### config.mk
export PLATFORM = sky130hd
export DESIGN_NAME = incl_l2_tracker
export DESIGN_NICKNAME = d
export VERILOG_FILES = /design/src/rtl/incl_pkg.sv /design/src/rtl/incl_subblk_pick.sv /design/src/rtl/incl_tag_store.sv /design/src/rtl/incl_l2_tracker.sv
export SDC_FILE = /design/constraint.sdc
export NUM_CORES = 2
export LEC_CHECK = 0
export BUFFER_PORTS_ARGS = -buffer_cell sky130_fd_sc_hd__buf_4
export CAP_MARGIN = 20
export CORE_UTILIZATION = 45
export DETAILED_ROUTE_END_ITERATION = 7
export GPL_TIMING_DRIVEN = 1
export SYNTH_ARGS = -nofsm -noshare
export SYNTH_HDL_FRONTEND = slang
export SYNTH_SLANG_ARGS = --single-unit
### constraint.sdc
create_clock -name clk -period 5.9 [get_ports clk]
set_input_delay 0.59 -clock clk [delete_from_list [all_inputs] [get_ports clk]]
set_output_delay 0.59 -clock clk [all_outputs]
set_load 0.1 [all_outputs]
### src/rtl/incl_pkg.sv
`timescale 1ns/1ps
package incl_pkg;
   typedef enum logic [0:0] {
      INCL_IDLE  = 1'b0,
      INCL_DRAIN = 1'b1
   } incl_phase_e;
endpackage

### src/rtl/incl_subblk_pick.sv
`timescale 1ns/1ps
// Picks the lowest set subblock of a presence vector and returns the remainder.
module incl_subblk_pick #(
   parameter int SUBS  = 4,
   localparam int SUB_W = $clog2(SUBS)
) (
   input  logic [SUBS-1:0]  vec,
   output logic [SUB_W-1:0] first_idx,
   output logic [SUBS-1:0]  rest
);
   logic [SUBS-1:0] first_oh;

   for (genvar g = 0; g < SUBS; g++) begin : g_oh
      if (g == 0) begin : g_base
         assign first_oh[g] = vec[g];
      end else begin : g_upper
         assign first_oh[g] = vec[g] & ~(|vec[g-1:0]);
      end
   end

   always_comb begin
      first_idx = '0;
      for (int i = SUBS - 1; i >= 0; i--) begin
         if (vec[i]) first_idx = SUB_W'(i);
      end
   end

   assign rest = vec & ~first_oh;
endmodule

### src/rtl/incl_tag_store.sv
`timescale 1ns/1ps
// Direct-mapped tag array with per-subblock presence vectors.
module incl_tag_store #(
   parameter int TAG_W = 8,
   parameter int IDX_W = 6,
   parameter int SUBS  = 4,
   localparam int SUB_W = $clog2(SUBS),
   localparam int SETS  = 1 << IDX_W
) (
   input  logic             clk,
   input  logic             rst_n,
   input  logic [IDX_W-1:0] rd_idx,
   output logic             rd_valid,
   output logic [TAG_W-1:0] rd_tag,
   output logic [SUBS-1:0]  rd_pres,
   input  logic             wr_en,
   input  logic [IDX_W-1:0] wr_idx,
   input  logic [TAG_W-1:0] wr_tag,
   input  logic [SUBS-1:0]  wr_pres,
   input  logic             clr_en,
   input  logic [IDX_W-1:0] clr_idx,
   input  logic [TAG_W-1:0] clr_tag,
   input  logic [SUB_W-1:0] clr_sub
);
   logic             valid_q [SETS];
   logic [TAG_W-1:0] tag_q   [SETS];
   logic [SUBS-1:0]  pres_q  [SETS];
   logic             clr_match;

   assign rd_valid  = valid_q[rd_idx];
   assign rd_tag    = tag_q[rd_idx];
   assign rd_pres   = pres_q[rd_idx];
   assign clr_match = clr_en && valid_q[clr_idx] && (tag_q[clr_idx] == clr_tag);

   always_ff @(posedge clk) begin
      if (!rst_n) begin
         for (int i = 0; i < SETS; i++) begin
            valid_q[i] <= 1'b0;
            tag_q[i]   <= '0;
            pres_q[i]  <= '0;
         end
      end else begin
         if (clr_match) pres_q[clr_idx][clr_sub] <= 1'b0;
         if (wr_en) begin
            valid_q[wr_idx] <= 1'b1;
            tag_q[wr_idx]   <= wr_tag;
            pres_q[wr_idx]  <= wr_pres;
         end
      end
   end

   // an installed line is valid in the following cycle
   p_install_valid_r2: assert property (@(posedge clk) disable iff (!rst_n)
      wr_en |=> valid_q[$past(wr_idx)]);
endmodule

### src/rtl/incl_l2_tracker.sv
`timescale 1ns/1ps
module incl_l2_tracker
   import incl_pkg::*;
#(
   parameter int TAG_W = 8,
   parameter int IDX_W = 6,
   parameter int SUBS  = 4,
   localparam int SUB_W  = $clog2(SUBS),
   localparam int ADDR_W = TAG_W + IDX_W + SUB_W
) (
   input  logic              clk,
   input  logic              rst_n,
   input  logic              fill_valid,
   output logic              fill_ready,
   input  logic [ADDR_W-1:0] fill_addr,
   input  logic              evn_valid,
   input  logic [ADDR_W-1:0] evn_addr,
   output logic              binv_valid,
   input  logic              binv_ready,
   output logic [ADDR_W-1:0] binv_addr
);
   if (SUBS < 2 || (SUBS & (SUBS - 1)) != 0) begin : g_bad_subs
      $error("SUBS must be a power of two of at least 2");
   end
   if (TAG_W < 1 || IDX_W < 1) begin : g_bad_width
      $error("TAG_W and IDX_W must be positive");
   end

   // address split {tag, index, subblock}
   logic [TAG_W-1:0] f_tag, e_tag;
   logic [IDX_W-1:0] f_idx, e_idx;
   logic [SUB_W-1:0] f_sub, e_sub;
   assign f_tag = fill_addr[ADDR_W-1 -: TAG_W];
   assign f_idx = fill_addr[SUB_W +: IDX_W];
   assign f_sub = fill_addr[SUB_W-1:0];
   assign e_tag = evn_addr[ADDR_W-1 -: TAG_W];
   assign e_idx = evn_addr[SUB_W +: IDX_W];
   assign e_sub = evn_addr[SUB_W-1:0];

   incl_phase_e      phase_q;
   logic [SUBS-1:0]  snap_q, poh_q;
   logic [TAG_W-1:0] vtag_q, ptag_q;
   logic [IDX_W-1:0] pidx_q;

   logic             rd_valid;
   logic [TAG_W-1:0] rd_tag;
   logic [SUBS-1:0]  rd_pres;
   logic [SUBS-1:0]  f_oh, snap_rest;
   logic [SUB_W-1:0] snap_first;
   logic             fill_go, hit, conflict, bhs, last;
   logic             wr_en;
   logic [IDX_W-1:0] wr_idx;
   logic [TAG_W-1:0] wr_tag;
   logic [SUBS-1:0]  wr_pres;

   always_comb begin
      f_oh        = '0;
      f_oh[f_sub] = 1'b1;
   end

   assign fill_ready = (phase_q == INCL_IDLE) && !evn_valid;
   assign fill_go    = fill_valid && fill_ready;
   assign hit        = rd_valid && (rd_tag == f_tag);
   assign conflict   = rd_valid && !hit && (|rd_pres);

   incl_subblk_pick #(.SUBS(SUBS)) u_pick (
      .vec       (snap_q),
      .first_idx (snap_first),
      .rest      (snap_rest)
   );

   assign binv_valid = (phase_q == INCL_DRAIN);
   assign binv_addr  = {vtag_q, pidx_q, snap_first};
   assign bhs        = binv_valid && binv_ready;
   assign last       = bhs && (snap_rest == '0);

   assign wr_en   = (fill_go && !conflict) || last;
   assign wr_idx  = last ? pidx_q : f_idx;
   assign wr_tag  = last ? ptag_q : f_tag;
   assign wr_pres = last ? poh_q : (hit ? (rd_pres | f_oh) : f_oh);

   incl_tag_store #(.TAG_W(TAG_W), .IDX_W(IDX_W), .SUBS(SUBS)) u_store (
      .clk      (clk),
      .rst_n    (rst_n),
      .rd_idx   (f_idx),
      .rd_valid (rd_valid),
      .rd_tag   (rd_tag),
      .rd_pres  (rd_pres),
      .wr_en    (wr_en),
      .wr_idx   (wr_idx),
      .wr_tag   (wr_tag),
      .wr_pres  (wr_pres),
      .clr_en   (evn_valid),
      .clr_idx  (e_idx),
      .clr_tag  (e_tag),
      .clr_sub  (e_sub)
   );

   always_ff @(posedge clk) begin
      if (!rst_n) begin
         phase_q <= INCL_IDLE;
         snap_q  <= '0;
         poh_q   <= '0;
         vtag_q  <= '0;
         ptag_q  <= '0;
         pidx_q  <= '0;
      end else if (phase_q == INCL_IDLE) begin
         if (fill_go && conflict) begin
            phase_q <= INCL_DRAIN;
            snap_q  <= rd_pres;
            vtag_q  <= rd_tag;
            pidx_q  <= f_idx;
            ptag_q  <= f_tag;
            poh_q   <= f_oh;
         end
      end else if (bhs) begin
         snap_q <= snap_rest;
         if (last) phase_q <= INCL_IDLE;
      end
   end

   p_binv_hold_r6: assert property (@(posedge clk) disable iff (!rst_n)
      binv_valid && !binv_ready |=> binv_valid && $stable(binv_addr));

   p_drain_blocks_fill_r7: assert property (@(posedge clk) disable iff (!rst_n)
      binv_valid |-> !fill_ready);

   p_notice_blocks_fill_r9: assert property (@(posedge clk) disable iff (!rst_n)
      evn_valid |-> !fill_ready);

   p_ascending_r5: assert property (@(posedge clk) disable iff (!rst_n)
      bhs && !last |=> binv_valid &&
         (binv_addr[SUB_W-1:0] > $past(binv_addr[SUB_W-1:0])));

   p_clean_victim_r8: assert property (@(posedge clk) disable iff (!rst_n)
      fill_go && rd_valid && !hit && (rd_pres == '0) |=> !binv_valid);
endmodule

# After elaboration in Yosys (flattened, before gate mapping)
# Memory sizes are Yosys's and may differ from the RTL's.
# Index checks and enable logic that the tools add are counted.
# word_totals
register_bits,31
word_cells,92
mem_bits_ro,0
input_bits,37
mem_bits_rw,832
latchBits,0
mem_count,3
# classes
magnitude_cmp,4
div_mod_pow,0
eq_ne,3
multipliers,0
bitwise,10
n_addsub,0
mux,38
shift,0
n_reduce_logical,28
# mem_list
memory,depth,width,rd,rd_clocked_by_memory_dff,wr,line,rtl
u_store.tag_q,64,8,2,0,64,incl_tag_store.sv:26,logic [TAG_W-1:0] tag_q [SETS];
u_store.pres_q,64,4,1,0,64,incl_tag_store.sv:27,logic [SUBS-1:0] pres_q [SETS];
u_store.valid_q,64,1,2,0,64,incl_tag_store.sv:25,logic valid_q [SETS];
# op_table
operator,n
4-bit two-way mux,9
6-bit two-way mux,5
8-bit == test,2
1-bit two-way mux,16
8-bit two-way mux,2
1-bit logical AND,13
4-bit OR reduction,3
2-bit two-way mux,4
8-bit OR reduction,1
2-bit by 3-bit < comparator with 1-bit output (second input constant),2
4-bit AND,1
1-bit demux with 2-bit select,2
2-bit by 1-bit >= comparator with 1-bit output (second input constant),2
4-bit logical NOT,1
1-bit inverter,4
4-bit inverter,1
4-bit bitwise OR,1
2-bit AND reduction,2
1-bit AND,3
1-bit logical NOT,3
3-bit OR reduction,1
2-bit by 1-bit != test with 1-bit output (second input constant),1
2-bit nonzero test,1
2-bit OR reduction,1
other kinds (2),2

# Logic depth before layout (Yosys ltp)
# An unclocked memory read counts as a cell.
# logic_depth
depth_word,14
depth_mapped,19
mapped_depth_nobuf,10

# Modules after synthesis
# From an unflattened synthesis, not the netlist that was laid out.
# unflattened
hier_cells,3628
area_unflattened_um2,47805.8
# by_module_without_submodules
mod,instances,area_per_inst_um2,cells_each
incl_tag_store,1,46129.2,3453
incl_l2_tracker,1,1619.1,165
incl_subblk_pick,1,57.6,10

# Least setup slack after synthesis
# OpenSTA, ideal clock, no wires.
# synth_path
path_kind,in2reg
start,input fill_addr[3]
end,memory u_store.tag_q[48][0] (enable)
path_stages,16
slack_ns,1.278
setup_ns,0.384
arrival_time_ns,4.238
cell_sequence,buf_4 -> buf_6 -> buf_2 -> buf_2 -> buf_2 -> mux4_2 -> a22oi_1 -> nand4_1 -> a221oi_2 -> xor2_1 -> o2111ai_2 -> o21bai_4 -> a32oi_2 -> buf_6 -> clkbuf_1 -> o21ai_0
# synth_rtl
element,line,rtl
start: declaration,incl_l2_tracker.sv:15,"input logic [ADDR_W-1:0] fill_addr,"
end: declaration,incl_tag_store.sv:26,

==> impl_metrics.tcl <==
set metrics [dict create \
    routed_wl_mm 193.2 \
    hold_violations 0 \
    postSynth.asyncResetShare_pct 0 \
    sequentialPowerShare_pct 45.7 \
    fin_tns_setup_ns 0 \
    critical_path.top_delay_family "buffers and inverters" \
    status "complete, no violations" \
    place_congestion 1.022 \
    synth.avg_cell_area_sq_um 12.03 \
    synthCells 4231 \
    fin_worst_skew_ns 0.02887 \
    whs_path_depth 3 \
    p_sw_mw 4.186 \
    syn_to_final_growth_pct 12.54 \
    fp.dieW_um 338.4 \
    p_comb_share_pct 13.4 \
    clkTransAtPathRegs_ns 0.06 \
    die_area_sq_mm 0.1145 \
    slew_headroom_pct 22.91 \
    clk_path_buf_depth 3 \
    synth_top_area_cell "edfxtp_1" \
    crit_path_cell_trace "buf_6 -> buf_4 -> mux4_2 -> mux2i_1 -> o22ai_1 -> a211oi_1 -> nand4_1 -> xor2_1 -> nor4_2 -> buf_4 -> nand3_2 -> buf_12 -> o21a_1 -> o21ai_0" \
    timing.final.crit_share_pct 79.72 \
    via_count 39335 \
    hpwlAfterDp_mm 131.7 \
    mostFrequentLayoutCell "edfxtp_1" \
    worst_r2r_path_depth 8 \
    synth_edf_count 768 \
    drtIter0Drc 5562 \
    ys_warn_count 0 \
    port_buffers 54 \
    crit_path_frequent_cell "buf_4" \
    initial_core_util_pct 45.31 \
    insertion_delay_ns 0.69 \
    cts_root_buf "clkbuf_16" \
    min_from "fill_addr[9]" \
    clkPwrFrac_pct 40.9 \
    drtAntennaViolNets 0 \
    regToRegSetupSlack_ns 1.32 \
    die_y_um 338.4 \
    cts_buffers 98 \
    grt_overflow 0 \
    core_area_sq_mm 0.1123 \
    cp_data_required_time_ns 6.26 \
    startpoint_type "input port" \
    dr.pass1.iters 7 \
    synth_flop_cell "edfxtp_1" \
    p_int_mw 11.35 \
    yosysSeqAreaShare_pct 49.04 \
    drive_above_1_share_pct 31.69 \
    cp.arrival_ns 5.06 \
    cp_num_buf_inv 4 \
    grt.total_usage_pct 33.10 \
    final_cell_mix "768 x edfxtp_1, 454 x nor3_2, 334 x buf_4" \
    ioPinCount 55 \
    rr_startpoint "snap_q[0]" \
    crit_path_top_delay_cell "mux4_2" \
    syn_nets 4268 \
    period_needed_ns 4.704 \
    timing.critical_path.slowest_cell_delay_ns 0.55 \
    drc 0 \
    min_to "ptag_q[1]" \
    synth_area_leaders "edfxtp_1 45%, mux4_2 10%, nor3_2 8.9%" \
    antenna_found_initial 10 \
    holdBufCountCts 0 \
    p_sw_share_pct 26.95 \
    rows 123 \
    worst_pin_slew_ns 1.132 \
    htree_levels 3 \
    netlist.area_leader.share_pct 45.30 \
    cts_sinks 863 \
    routedWlPerCell_um 33.46 \
    ctsResizeCount 0 \
    netlist_area_sq_mm 0.05091 \
    ir_worst_vdd_v 0.0002081 \
    p_per_area_mw_per_mm2 271.1 \
    cts_tree "built" \
    grt_max_degree 99 \
    fmax_mhz 212.6 \
    endpoint_kind "flop" \
    ys_types 76 \
    worstReg2RegEnd "u_store.tag_q[31][3]" \
    first_global_vias 37240 \
    synth-seq-cells 863 \
    cellLeakagePower_nw 17.25 \
    postCtsSetupRepairBufs 0 \
    maxCapViolCount 0 \
    final_util_pct 51.00 \
    worstPathMaxFanout 47 \
    rsz0062_at_grt "false" \
    slew_viol_final 0 \
    nets 4220 \
    grt_pass1_wl_mm 276.3 \
    viasPerCell 6.814 \
    setup_viol 0 \
    crit_type "input port to flop" \
    hp-class "input port to flop" \
]
## synth_stat cells, drive strengths merged, types with 17 or more instances
master	instances
nor2	88
a21oi	60
nand2	255
a22oi	89
a221o	17
o22ai	32
mux2i	208
nand3	32
edfxtp	768
buf	239
clkbuf	306
mux2	50
nand3b	17
nor2b	23
mux4	225
a221oi	55
o21ai	418
dfxtp	95
nor3	780
o21a	257
## worst max-delay path by stage
stage,start,cells past startpoint,endpoint,slack (ns)
after floorplan,fill_addr[3],16,u_store.tag_q[48][0],1.28
after global placement,fill_addr[2],16,u_store.tag_q[22][0],0.33
after detailed placement,fill_addr[2],16,u_store.tag_q[23][4],0.30
after CTS,fill_addr[2],16,u_store.tag_q[23][4],1.01
after global routing,snap_q[0],8,u_store.tag_q[31][3],1.17
final,evn_addr[2],14,u_store.pres_q[36][2],1.20
## registers in the layout, indices dropped and copies added, names as in the netlist
name	cells
u_store.tag_q	512
u_store.pres_q	256
u_store.valid_q	64
ptag_q	8
vtag_q	8
pidx_q	6
poh_q	4
snap_q	4
binv_valid	1
## worst register-to-register path, stage by stage, from the launching register on
cell,delay (ns)
dfxtp_1,0.39
maj3_1,0.38
nor2_1,0.09
nor2_1,0.05
or2_2,0.67
o21ai_1,0.87
nand2_1,0.86
o21ai_0,0.67
buf_4,0.28
## final cells by class
cell class	instances	area (sq um)
diodes	7	17.52
clock buffers	122	2753
clock inverters	61	541.8
fillers	9697	55050
inverters	12	45.04
multi-input cells	2811	23380
flip-flops and latches	863	24960
well taps	1500	1877
repair buffers	397	3709
## metal layers
metal	wire [um]	track usage, %	up-vias	share of wire [%]
li1	-	-	16326	-
met1	74200	44.23	19849	38
met2	85680	49.83	2625	44
met3	22170	8.210	523	11
met4	11040	17.19	12	5.7
met5	110	0	-	0.057
## cells by family (layout without fill, tap and decap cells)
| kind of cell | count (synthesis) | in the layout | share of synthesized area, % |
|---|---|---|---|
| adder cells (fa/ha/maj) | 1 | 1 | 0.01966 |
| AND/OR/NAND/NOR | 1277 | 1277 | 16.58 |
| other | 0 | 7 | 0 |
| buffers and inverters | 557 | 592 | 5.650 |
| AO/OA/AOI/OAI | 1027 | 1027 | 13.17 |
| multiplexers | 483 | 483 | 15.15 |
| XOR/XNOR | 23 | 23 | 0.3957 |
| flip-flops | 863 | 863 | 49.04 |
## power groups by stage
| stage | sequential, mW | clock (mW) | combinational, mW |
|---|---|---|---|
| 6_report | 7.10 | 6.35 | 2.08 |
| 5_1_grt | 7.11 | 6.60 | 2.13 |
| 4_1_cts | 7.09 | 6.39 | 2.02 |
| 3_5_place_dp | 7.21 | 0 | 2.01 |
| 3_3_place_gp | 7.21 | 0 | 1.99 |
| 2_1_floorplan | 7.12 | 0 | 1.22 |
## metrics by stage
step | power (mW) | instances | setup WS (ns) | hold WS (ns) | area, sq um
after floorplan | 8.335 | 4231 | 1.278 | 0.4334 | 50910
after global placement | 9.199 | 5575 | 0.3265 | 0.4495 | 53840
after detailed placement | 9.221 | 5580 | 0.2967 | 0.4623 | 53950
after CTS | 15.50 | 5763 | 1.007 | 0.1856 | 57240
after global routing | 15.84 | 5766 | 1.167 | 0.2203 | 57270
final | 15.53 | 5773 | 1.196 | 0.2179 | 57290
(Power assumes the default switching activity.)
